**config.mk**
```make
export PLATFORM = sky130hd
export DESIGN_NAME = dsp_wait_ctrl
export DESIGN_NICKNAME = d
export VERILOG_FILES = /design/src/rtl/wsc_pkg.sv /design/src/rtl/wsc_space_timer.sv /design/src/rtl/wsc_sram_split.sv /design/src/rtl/wsc_clash_flag.sv /design/src/rtl/dsp_wait_ctrl.sv
export SDC_FILE = /design/constraint.sdc
export NUM_CORES = 1
export LEC_CHECK = 0
export BUFFER_PORTS_ARGS = -buffer_cell sky130_fd_sc_hd__buf_2
export CAP_MARGIN = 20
export CORE_AREA = 2 2 39 41
export DETAILED_ROUTE_END_ITERATION = 8
export DIE_AREA = 0 0 41 43
export GPL_ROUTABILITY_DRIVEN = 0
export PLACE_DENSITY_LB_ADDON = 0.2
export SLEW_MARGIN = 15
export SYNTH_ARGS = -nofsm -noshare
export SYNTH_HDL_FRONTEND = slang
export SYNTH_SLANG_ARGS = --single-unit
```
**constraint.sdc**
```tcl
create_clock -name clk -period 1.6 [get_ports clk]
set_clock_uncertainty 0.1 [all_clocks]
set_input_delay 0.4 -clock clk [delete_from_list [all_inputs] [get_ports clk]]
set_output_delay 0.4 -clock clk [all_outputs]
set_load 0.02 [all_outputs]
```
**src/rtl/wsc_pkg.sv**
```systemverilog
package wsc_pkg;

    localparam int NUM_SPACES = 3;
    localparam int SPACE_PROG = 0;
    localparam int SPACE_DATA = 1;
    localparam int SPACE_IO   = 2;

    typedef enum logic [1:0] {
        TMR_IDLE = 2'd0,
        TMR_WAIT = 2'd1,
        TMR_HOLD = 2'd2
    } tmr_state_e;

    typedef enum logic [1:0] {
        BUS_NONE  = 2'd0,
        BUS_PROG  = 2'd1,
        BUS_DATA  = 2'd2,
        BUS_CLASH = 2'd3
    } bus_space_e;

    typedef enum logic {
        FLAG_CLEAR = 1'b0,
        FLAG_SET   = 1'b1
    } flag_state_e;

endpackage

```
**src/rtl/wsc_space_timer.sv**
```systemverilog
module wsc_space_timer
    import wsc_pkg::*;
#(
    parameter int WAITS = 2,
    parameter int CNT_W = 3
) (
    input  logic clk,
    input  logic rst_n,
    input  logic active_i,
    output logic stall_o
);

    localparam logic [CNT_W-1:0] LAST = CNT_W'((WAITS > 0) ? (WAITS - 1) : 0);
    localparam logic [CNT_W-1:0] ONE  = CNT_W'(1);

    tmr_state_e       st_q, st_d;
    logic [CNT_W-1:0] cnt_q, cnt_d;

    // state register
    always_ff @(posedge clk or negedge rst_n) begin
        if (!rst_n) begin
            st_q  <= TMR_IDLE;
            cnt_q <= '0;
        end else begin
            st_q  <= st_d;
            cnt_q <= cnt_d;
        end
    end

    // next state
    always_comb begin
        st_d  = st_q;
        cnt_d = cnt_q;
        unique case (st_q)
            TMR_IDLE: begin
                if (active_i) begin
                    if (WAITS <= 1) begin
                        st_d = TMR_HOLD;
                    end else begin
                        st_d  = TMR_WAIT;
                        cnt_d = ONE;
                    end
                end
            end
            TMR_WAIT: begin
                if (!active_i) begin
                    st_d  = TMR_IDLE;
                    cnt_d = '0;
                end else if (cnt_q == LAST) begin
                    st_d  = TMR_HOLD;
                    cnt_d = '0;
                end else begin
                    cnt_d = cnt_q + ONE;
                end
            end
            TMR_HOLD: begin
                if (!active_i) begin
                    st_d = TMR_IDLE;
                end
            end
            default: begin
                st_d  = TMR_IDLE;
                cnt_d = '0;
            end
        endcase
    end

    // outputs
    always_comb begin
        stall_o = 1'b0;
        unique case (st_q)
            TMR_IDLE: stall_o = active_i && (WAITS > 0);
            TMR_WAIT: stall_o = active_i;
            TMR_HOLD: stall_o = 1'b0;
            default:  stall_o = 1'b0;
        endcase
    end

    // a released access leaves the timer idle
    assert_idle_after_release_R4: assert property (
        @(posedge clk) disable iff (!rst_n)
        !active_i |=> (st_q == TMR_IDLE));

    // the stall counter stays within its range
    assert_count_in_range_R2: assert property (
        @(posedge clk) disable iff (!rst_n)
        (st_q == TMR_WAIT) |-> (cnt_q != '0 && cnt_q <= LAST));

    // once done, an ongoing access stays released
    assert_hold_persists_R2: assert property (
        @(posedge clk) disable iff (!rst_n)
        (st_q == TMR_HOLD && active_i) |=> (st_q == TMR_HOLD));

endmodule

```
**src/rtl/wsc_sram_split.sv**
```systemverilog
module wsc_sram_split
    import wsc_pkg::*;
(
    input  logic       clk,
    input  logic       rst_n,
    input  logic       strobe_n,
    input  logic       sel_prog_n,
    input  logic       sel_data_n,
    input  logic       rd_wr_n,
    output bus_space_e space_o,
    output logic       top_addr_o,
    output logic       ce_n_o,
    output logic       oe_n_o,
    output logic       we_n_o
);

    // classify the current bus cycle
    always_comb begin
        space_o = BUS_NONE;
        if (!strobe_n) begin
            unique case ({sel_prog_n, sel_data_n})
                2'b01:   space_o = BUS_PROG;
                2'b10:   space_o = BUS_DATA;
                2'b00:   space_o = BUS_CLASH;
                default: space_o = BUS_NONE;
            endcase
        end
    end

    // drive the SRAM lines from the class
    always_comb begin
        top_addr_o = 1'b0;
        ce_n_o     = 1'b1;
        oe_n_o     = 1'b1;
        we_n_o     = 1'b1;
        unique case (space_o)
            BUS_PROG: begin
                top_addr_o = 1'b0;
                ce_n_o     = 1'b0;
                oe_n_o     = !rd_wr_n;
                we_n_o     = rd_wr_n;
            end
            BUS_DATA: begin
                top_addr_o = 1'b1;
                ce_n_o     = 1'b0;
                oe_n_o     = !rd_wr_n;
                we_n_o     = rd_wr_n;
            end
            BUS_CLASH: ;
            BUS_NONE:  ;
            default:   ;
        endcase
    end

    // output and write enables never overlap
    assert_no_enable_overlap_R8: assert property (
        @(posedge clk) disable iff (!rst_n)
        !(oe_n_o == 1'b0 && we_n_o == 1'b0));

    // deselected SRAM has both enables off
    assert_idle_enables_R7: assert property (
        @(posedge clk) disable iff (!rst_n)
        ce_n_o |-> (oe_n_o && we_n_o));

    // a clash never reaches the SRAM
    assert_clash_no_select_R9: assert property (
        @(posedge clk) disable iff (!rst_n)
        (!strobe_n && !sel_prog_n && !sel_data_n) |-> ce_n_o);

endmodule

```
**src/rtl/wsc_clash_flag.sv**
```systemverilog
module wsc_clash_flag
    import wsc_pkg::*;
(
    input  logic       clk,
    input  logic       rst_n,
    input  bus_space_e space_i,
    output logic       flag_o
);

    flag_state_e st_q, st_d;

    always_ff @(posedge clk or negedge rst_n) begin
        if (!rst_n) begin
            st_q <= FLAG_CLEAR;
        end else begin
            st_q <= st_d;
        end
    end

    always_comb begin
        st_d = st_q;
        unique case (st_q)
            FLAG_CLEAR: if (space_i == BUS_CLASH) st_d = FLAG_SET;
            FLAG_SET:   st_d = FLAG_SET;
            default:    st_d = FLAG_CLEAR;
        endcase
    end

    always_comb begin
        flag_o = (st_q == FLAG_SET);
    end

    // a clash raises the flag at the next edge
    assert_clash_sets_R9: assert property (
        @(posedge clk) disable iff (!rst_n)
        (space_i == BUS_CLASH) |=> flag_o);

    // the flag only clears through reset
    assert_flag_sticky_R9: assert property (
        @(posedge clk) disable iff (!rst_n)
        flag_o |=> flag_o);

endmodule

```
**src/rtl/dsp_wait_ctrl.sv**
```systemverilog
module dsp_wait_ctrl
    import wsc_pkg::*;
#(
    parameter int MAX_WAIT  = 7,
    parameter int WAIT_PROG = 2,
    parameter int WAIT_DATA = 0,
    parameter int WAIT_IO   = 0
) (
    input  logic clk,
    input  logic rst_n,
    input  logic strobe_n,
    input  logic sel_prog_n,
    input  logic sel_data_n,
    input  logic sel_io_n,
    input  logic rd_wr_n,
    output logic ready,
    output logic sram_top_addr,
    output logic sram_ce_n,
    output logic sram_oe_n,
    output logic sram_we_n,
    output logic clash_err
);

    localparam int CNT_W = (MAX_WAIT < 2) ? 1 : $clog2(MAX_WAIT + 1);

    logic [NUM_SPACES-1:0] space_act;
    logic [NUM_SPACES-1:0] space_stall;
    bus_space_e            bus_space;

    assign space_act[SPACE_PROG] = !strobe_n && !sel_prog_n;
    assign space_act[SPACE_DATA] = !strobe_n && !sel_data_n;
    assign space_act[SPACE_IO]   = !strobe_n && !sel_io_n;

    for (genvar k = 0; k < NUM_SPACES; k++) begin : g_space
        localparam int WK = (k == SPACE_PROG) ? WAIT_PROG :
                            (k == SPACE_DATA) ? WAIT_DATA : WAIT_IO;
        wsc_space_timer #(
            .WAITS (WK),
            .CNT_W (CNT_W)
        ) u_timer (
            .clk      (clk),
            .rst_n    (rst_n),
            .active_i (space_act[k]),
            .stall_o  (space_stall[k])
        );
    end

    assign ready = ~|space_stall;

    wsc_sram_split u_split (
        .clk        (clk),
        .rst_n      (rst_n),
        .strobe_n   (strobe_n),
        .sel_prog_n (sel_prog_n),
        .sel_data_n (sel_data_n),
        .rd_wr_n    (rd_wr_n),
        .space_o    (bus_space),
        .top_addr_o (sram_top_addr),
        .ce_n_o     (sram_ce_n),
        .oe_n_o     (sram_oe_n),
        .we_n_o     (sram_we_n)
    );

    wsc_clash_flag u_flag (
        .clk     (clk),
        .rst_n   (rst_n),
        .space_i (bus_space),
        .flag_o  (clash_err)
    );

    // no strobe, no stall
    assert_ready_when_idle_R1: assert property (
        @(posedge clk) disable iff (!rst_n)
        strobe_n |-> ready);

    // the data half is chosen only by a data select
    assert_top_addr_space_R6: assert property (
        @(posedge clk) disable iff (!rst_n)
        sram_top_addr |-> (!sel_data_n && sel_prog_n && !strobe_n));

endmodule

```
==> flow_summary.json, run 1 <==
{
  "status": "finished with violations",
  "violations": "negative setup slack",
  "hp-class": "reg -> reg",
  "grt_max_degree": 7,
  "synth_seq_area_share_pct": 44.44,
  "drv_slew": 0,
  "fmax_mhz": 611.2,
  "dp_hpwl_um": 469.6,
  "crit_path_start_kind": "register",
  "power_mw": 0.4120,
  "worstSetupEndpointType": "output port",
  "worst-setup-path-type": "reg -> out",
  "synth_compound_gate_area_share_pct": 10.00,
  "core.rowCount": 14,
  "drive_above_1_share_pct": 54.72,
  "die_w_um": 41,
  "finalSetupViolCount": 2,
  "dieArea_um2": 1763,
  "max_slew_margin_pct": 83.70,
  "antenna_found_initial": 0,
  "synth_top_family_by_area": "simple AND/OR/NAND/NOR gates",
  "hold_viol_final": 0,
  "grt_pass1_vias": 278,
  "synth_xor_area_share_pct": 2.593,
  "fp.coreArea_um2": 1384,
  "yosysUniqueCellTypes": 16,
  "crit_start": "g_space[0].u_timer.st_q[1]",
  "r2r-start": "g_space[0].u_timer.st_q[1]",
  "io_pins": 13,
  "cts.path.max_buffers": 2,
  "die_h_um": 43,
  "synthMuxAreaShare_pct": 8.889,
  "crit_required_ns": 1.10,
  "antenna_cells": 0,
  "htreeDepth": 1,
  "start_util_pct": 24.41,
  "grt_pass1_wl_mm": 1.186,
  "synthCells": 32,
  "p_leak_nw": 0.2470,
  "ant_nets": 0,
  "track_usage_pct": 10.60,
  "synth_nets": 41,
  "grt_overflow": 0,
  "routedWlPerCell_um": 9.928,
  "nFillCells": 130,
  "rsz0062_at_grt": "true",
  "worst_pin_slew_ns": 0.2411,
  "drtPass1Iterations": 2,
  "seq_area_um2": 150.1,
  "fin_crit_ns": 1.636,
  "min-delay-start": "u_flag.flag_o",
  "synth-adder-area-share_pct": 7.407,
  "dp_slack_ns": -0.1110,
  "port-buffer-count": 11,
  "nNetsFinal": 64,
  "root_buffer": "clkbuf_4",
  "power_density_nw_per_um2": 758.7,
  "period_share_pct": 102.3,
  "drt_iter0_drc": 1,
  "cts_tree": "built",
  "syn_area_um2": 337.8,
  "yosys.area_share.simple_pct": 21.11,
  "cts_buffers": 3,
  "cts.clk_slew.worst_paths_ns": 0.05,
  "viasPerCell": 4.275,
  "wirelength_um": 685,
  "drc_errors": 0,
  "cts_sinks": 6,
  "ys_ff_latch": 6,
  "area_growth_pct": 60.74,
  "clk_latency_ns": 0.24,
  "synth.avg_cell_area_um2": 10.56,
  "layout_setup_ws_ns": -0.03606,
  "crit_fanout": 2,
  "maxCapViolations": 0,
  "ir_drop_mv": 0.2674,
  "via_count": 295,
  "worstPathArrival_ns": 1.14,
  "ys.warnings.count": 0,
  "multi_input_area_um2": 203.9
}
-- registers in the layout, summed over array words and instances (netlist names) --
signal	flops
g_space.u_timer.cnt_q	3
g_space.u_timer.st_q	2
u_flag.flag_o	1
-- layout make-up --
type | instances | share of cell area [%]
clock buffers | 3 | 4.147
multi-input cells | 23 | 37.56
well taps | 16 | 3.687
inverters | 2 | 1.382
repair buffers | 19 | 25.58
flip-flops and latches | 6 | 27.65
-- layout by cell type (no fill, tap or decap), drive strengths merged --
| cell type | n |
|---|---|
| nand3b | 1 |
| nor2 | 4 |
| a31oi | 1 |
| o22ai | 2 |
| nand2b | 1 |
| or3 | 1 |
| mux2i | 3 |
| inv | 2 |
| dfrtp | 6 |
| ha | 2 |
| dlygate4sd3 | 1 |
| nand2 | 4 |
| or2 | 1 |
| buf | 18 |
| clkbuf | 3 |
| nor4b | 1 |
| nor2b | 1 |
| xor2 | 1 |
-- per-layer routing --
metal / global-route usage, % / part of all wire (%) / wire length, um
met1: 12.75 / 45 / 309
met2: 13.75 / 46 / 312
met3: 3.665 / 7.9 / 54
met4: 10.00 / 1.2 / 8
met5: 0 / 0 / 0
-- synth_stat cells --
library cell  number  share of area (%)
a31oi_4            1                6.3
buf_6              1                3.3
dfrtp_1            6                 44
ha_1               2                7.4
inv_1              2                2.2
mux2i_1            3                8.9
nand2_1            4                4.4
nand2b_1           1                1.9
nand3b_1           1                2.2
nor2_1             4                4.4
nor2b_1            1                1.9
nor4b_1            1                2.6
o22ai_1            2                3.7
or2_2              1                1.9
or3_1              1                1.9
xor2_1             1                2.6
-- worst paths after layout --
kind / endpoint / slack (ns) / depth (start not counted)
worst min-delay path: u_flag.flag_o / 0.36 / 1
min in group asynchronous: g_space[0].u_timer.cnt_q[1] / 0.41 / 2
worst max-delay path: ready / -0.04 / 2
max in group asynchronous: u_flag.flag_o / 0.85 / 2
worst max register to register: g_space[0].u_timer.st_q[1] / 0.31 / 5
worst min register to register: u_flag.flag_o / 0.36 / 1
-- power by group --
part / switching (mW) / leakage, nW / total, mW / internal, mW
clock: 0.0562 / 0.0138 / 0.141 / 0.0850
sequential: 0.0146 / 0.0753 / 0.175 / 0.160
combinational: 0.0433 / 0.158 / 0.0960 / 0.0527
total: 0.114 / 0.247 / 0.412 / 0.298
-- cell families after synthesis --
kind of cell | count (synthesis)
DFF | 6
AOI/OAI and AO/OA | 3
xor gates and xnor gates | 1
adders and majority gates | 2
muxes | 3
and+or+nand+nor | 14
buffers and inverters | 3
-- critical path, cell delays in order (launching register included) --
cell and delay (ns):
dfrtp_1 0.38, or3_4 0.38, buf_6 0.14
-- metrics by stage --
stage          instance area, um2  util (%)  setup TNS [ns]  hold slack [ns]  instances
2_1_floorplan               337.8         -               0         0.004409         32
3_3_place_gp                431.7     31.19         -0.2688           0.1344         62
3_5_place_dp                431.7     31.19         -0.3113           0.1348         62
4_1_cts                     513.0     37.07        -0.06062           0.3655         67
5_1_grt                     543.0     39.24         -0.1239           0.3880         69
6_report                    543.0     39.24        -0.03976           0.3627         69
-- repair_timing --
action	4_1_cts	5_1_grt
endpoints found under the hold margin	6	0
setup endpoints to repair	5	5
setup buffers	1	2
hold buffers	1	0
resized for setup	9	6
pin swaps	1	0
Power figures use the tool's default switching activity.
==> run 2, diff against run 1 <==
==> constraint.sdc (replaced) <==
create_clock -name clk -period 1.3 [get_ports clk]
set_clock_uncertainty 0.1 [all_clocks]
set_input_delay 0.325 -clock clk [delete_from_list [all_inputs] [get_ports clk]]
set_output_delay 0.325 -clock clk [all_outputs]
set_load 0.02 [all_outputs]
==> flow_summary.json, run 2 (synthesis results as in run 1) <==
{
  "status": "finished with violations",
  "violations": "negative setup slack",
  "port-buffer-count": 11,
  "area_growth_pct": 67.78,
  "rsz0062_at_grt": "true",
  "start_util_pct": 24.41,
  "seq_area_um2": 150.1,
  "worstPathArrival_ns": 1.12,
  "clk_latency_ns": 0.24,
  "layout_setup_ws_ns": -0.2478,
  "internal_power_mw": 0.3745,
  "power.switching_mw": 0.1405,
  "grt_max_degree": 7,
  "finalSetupTns_ns": -0.7260,
  "crit_path_start_kind": "register",
  "max_slew_margin_pct": 83.01,
  "period_share_pct": 119.1,
  "cts_tree": "built",
  "antenna_cells": 0,
  "cts_buffers": 3,
  "via_count": 300,
  "core.rowCount": 14,
  "htreeDepth": 1,
  "dpl_cell_area_um2": 459.2,
  "viasPerCell": 4.412,
  "drt_iter0_drc": 4,
  "dieArea_um2": 1763,
  "antenna_found_initial": 0,
  "finalSetupViolCount": 5,
  "layout_common_cells": "6 x dfrtp_1, 6 x buf_6, 6 x buf_4",
  "grt_pass1_wl_mm": 1.290,
  "post-route-util_pct": 40.96,
  "drtPass1Iterations": 3,
  "final_area_um2": 566.8,
  "cts.clk_slew.worst_paths_ns": 0.04,
  "fmax_mhz": 646.1,
  "worst-setup-path-type": "reg -> out",
  "cts.path.max_buffers": 2,
  "crit_fanout": 2,
  "die_w_um": 41,
  "worst_pin_slew_ns": 0.2513,
  "worstSetupEndpointType": "output port",
  "crit_required_ns": 0.88,
  "hp-class": "in -> async",
  "wirelength_um": 758,
  "drv_slew": 0,
  "power_density_nw_per_um2": 908.6,
  "stdcell_count": 68,
  "root_buffer": "clkbuf_4",
  "maxCapViolations": 0,
  "fp.coreArea_um2": 1384,
  "largest_register_ffs": 3,
  "fin_crit_ns": 1.548,
  "swShare_pct": 27.29,
  "dp.cells": 62,
  "grt_overflow": 0,
  "ir_drop_mv": 0.4116,
  "nFillCells": 133,
  "hold_viol_final": 0,
  "comb_power_share_pct": 25.6,
  "track_usage_pct": 11.69,
  "hold_slack_ns": 0.3372,
  "multi_input_area_um2": 219.0,
  "power_mw": 0.5150,
  "ant_nets": 0,
  "cts_sinks": 6,
  "die_h_um": 43,
  "drc_errors": 0,
  "power_frac_seq_pct": 41.7,
  "dp_slack_ns": -0.1976,
  "routedWlPerCell_um": 11.15,
  "p_clk_share_pct": 32.7,
  "regMostFlops": "g_space.u_timer.cnt_q",
  "dp_hpwl_um": 584.2,
  "io_pins": 13,
  "drive_above_1_share_pct": 57.69,
  "nNetsFinal": 63,
  "grt_pass1_vias": 310,
  "p_leak_nw": 0.2486
}
## run 2: cell type report
class / count / share of cell area, %
Timing Repair Buffer: 18 / 26.05
Sequential cell: 6 / 26.49
Tap cell: 16 / 3.532
Multi-Input combinational cell: 23 / 38.63
Clock buffer: 3 / 3.974
Inverter: 2 / 1.325
## run 2: worst max-delay path, cell delays in order (launching register included)
cell     delay, ns
dfrtp_1       0.38
or3_1         0.33
buf_2         0.17
## run 2: worst paths after layout
| kind | from | end | slack, ns | cells past startpoint |
|---|---|---|---|---|
| min reg2reg | u_flag.flag_o | u_flag.flag_o | 0.36 | 1 |
| max in group asynchronous | rst_n | g_space[0].u_timer.st_q[1] | 0.62 | 2 |
| min | rst_n | u_flag.flag_o | 0.34 | 2 |
| max | g_space[0].u_timer.st_q[1] | ready | -0.25 | 2 |
| min in group clk | u_flag.flag_o | u_flag.flag_o | 0.36 | 1 |
| max reg2reg | g_space[0].u_timer.st_q[1] | g_space[0].u_timer.cnt_q[2] | 0.05 | 4 |
## run 2: metal layers
layer	GRT usage (%)	routed length (um)
met4	14.00	19
met1	12.38	310
met5	0	0
met3	1.571	35
met2	16.88	392
## run 2: timing repair
item / 4_1_cts / 5_1_grt
resized for setup: 14 / 2
hold buffers: 1 / 0
buffers inserted: 1 / 1
endpoints found under the hold margin: 6 / 0
setup endpoints to repair: 5 / 5
pin swaps: 1 / 2
## run 2: power by group through the flow
stage | combinational, mW | clock, mW | sequential (mW)
5_1_grt | 0.142 | 0.188 | 0.216
2_1_floorplan | 0.0650 | 0 | 0.216
3_3_place_gp | 0.0993 | 0 | 0.217
6_report | 0.132 | 0.168 | 0.215
3_5_place_dp | 0.102 | 0 | 0.217
4_1_cts | 0.129 | 0.177 | 0.215
==> run 3, diff against run 2 <==
--- a/config.mk
+++ b/config.mk
@@ -11,7 +11,7 @@
 export DETAILED_ROUTE_END_ITERATION = 8
 export DIE_AREA = 0 0 41 43
 export GPL_ROUTABILITY_DRIVEN = 0
-export PLACE_DENSITY_LB_ADDON = 0.2
+export PLACE_DENSITY = 0.58
 export SLEW_MARGIN = 15
 export SYNTH_ARGS = -nofsm -noshare
 export SYNTH_HDL_FRONTEND = slang
==> flow_summary.json, run 3 (synthesis results as in run 1) <==
{
  "violations": "negative setup slack",
  "dp_slack_ns": -0.2017,
  "fp.coreArea_um2": 1384,
  "finalSetupViolCount": 5,
  "worst_pin_slew_ns": 0.1936,
  "worstPathArrival_ns": 1.08,
  "antenna_found_initial": 0,
  "cts.path.max_buffers": 2,
  "period_share_pct": 115.5,
  "maxCapViolations": 0,
  "die_h_um": 43,
  "drt_iter0_drc": 0,
  "drv_slew": 0,
  "finalSetupTns_ns": -0.5381,
  "viasPerCell": 4.310,
  "hold_viol_final": 0,
  "grt.busiest_layer": "met2",
  "grt_pass1_vias": 302,
  "cts_sinks": 6,
  "cts.clk_slew.worst_paths_ns": 0.05,
  "drive_above_1_share_pct": 63.64,
  "power_density_nw_per_um2": 863.8,
  "wirelength_um": 744,
  "regMostFlops": "g_space.u_timer.cnt_q",
  "met2_usage_pct": 15.31,
  "final_common_cell": "buf_4",
  "area_growth_pct": 84.81,
  "hp-class": "in -> async",
  "root_buffer": "clkbuf_4",
  "clk_latency_ns": 0.24,
  "max_slew_margin_pct": 87.06,
  "hold_slack_ns": 0.3326,
  "post-route-util_pct": 45.12,
  "grtUsageMet1_pct": 12.83,
  "largest_register_ffs": 3,
  "nNetsFinal": 66,
  "drtPass1Iterations": 1,
  "layout_common_cells": "8 x buf_4, 7 x buf_6, 6 x dfrtp_1",
  "crit_start": "g_space[0].u_timer.st_q[1]",
  "r2r-start": "g_space[0].u_timer.st_q[1]",
  "drc_errors": 0,
  "cts_tree": "built",
  "worst-setup-path-type": "reg -> out",
  "grt_overflow": 0,
  "grt_pass1_wl_mm": 1.200,
  "routedWlPerCell_um": 10.48,
  "dieArea_um2": 1763,
  "gr-usage-met3_pct": 7.853,
  "ir_drop_mv": 0.4172,
  "track_usage_pct": 10.72,
  "fmax_mhz": 666.2,
  "fin_crit_ns": 1.501,
  "crit_required_ns": 0.88,
  "status": "finished with violations",
  "antenna_cells": 0,
  "start_util_pct": 24.41,
  "core.rowCount": 14,
  "p_leak_nw": 0.2766,
  "via_count": 306,
  "cts_buffers": 3,
  "crit_fanout": 2,
  "ant_nets": 0,
  "htreeDepth": 1,
  "io_pins": 13,
  "port-buffer-count": 11,
  "rsz0062_at_grt": "true",
  "crit_path_start_kind": "register",
  "layout_setup_ws_ns": -0.2010,
  "dp_hpwl_um": 555.3,
  "grt_max_degree": 7,
  "die_w_um": 41,
  "worstSetupEndpointType": "output port"
}
run 3: changes by cell type in the layout (fill, tap and decap cells not counted):
cell	previous run	this run
or3_4	0	1
buf_6	6	7
buf_2	5	3
buf_4	6	8
nor4b_1	1	0
buf_8	0	2
nor4b_2	0	1
or3_1	1	0
run 3: worst paths after layout:
kind / end / slack (ns) / depth (start not counted)
hold / removal: g_space[0].u_timer.cnt_q[1] / 0.33 / 2
setup reg to reg: g_space[0].u_timer.cnt_q[2] / 0.06 / 4
min in group clk: u_flag.flag_o / 0.36 / 1
max in group asynchronous: u_flag.flag_o / 0.61 / 2
hold reg to reg: u_flag.flag_o / 0.36 / 1
setup / recovery: ready / -0.20 / 2
run 3: repair_timing:
item,4_1_cts,5_1_grt
buffers inserted,0,2
hold endpoints to repair,6,0
hold buffers,1,0
gates resized for setup,20,5
setup endpoints to repair,5,5
pin swaps,3,4
run 3: power by group:
group | internal [mW] | switching [mW]
Sequential | 0.197 | 0.00966
Clock | 0.104 | 0.0649
Combinational | 0.0934 | 0.0697
Total | 0.395 | 0.144
run 3: through the flow:
step                      power, mW  area, um2  std cells
after floorplan              0.2815      365.4         32
after global placement       0.3301      481.7         65
after detailed placement     0.3324      481.7         65
after CTS                    0.5387      586.8         69
after global routing         0.5719      624.3         71
final                        0.5393      624.3         71
run 3: final cells by class:
type / count / area (um2)
clock buffer: 3 / 22.52
fill: 130 / 759.5
inverter: 2 / 7.507
multi-input combinational: 23 / 230.2
sequential: 6 / 150.1
tap: 16 / 20.02
timing repair buffer: 21 / 193.9
run 3: critical path, stage by stage, from the launching register on:
cell     delay (ns)
dfrtp_1        0.36
or3_4          0.34
buf_6          0.14
run 3: layer usage:
metal  share of wire, %  wire length (um)  vias up
met5                  0                 0        -
met4                  0                 0        0
met3                9.5                71        0
met2                 54               402       11
met1                 36               270      139
li1                   -                 -      156
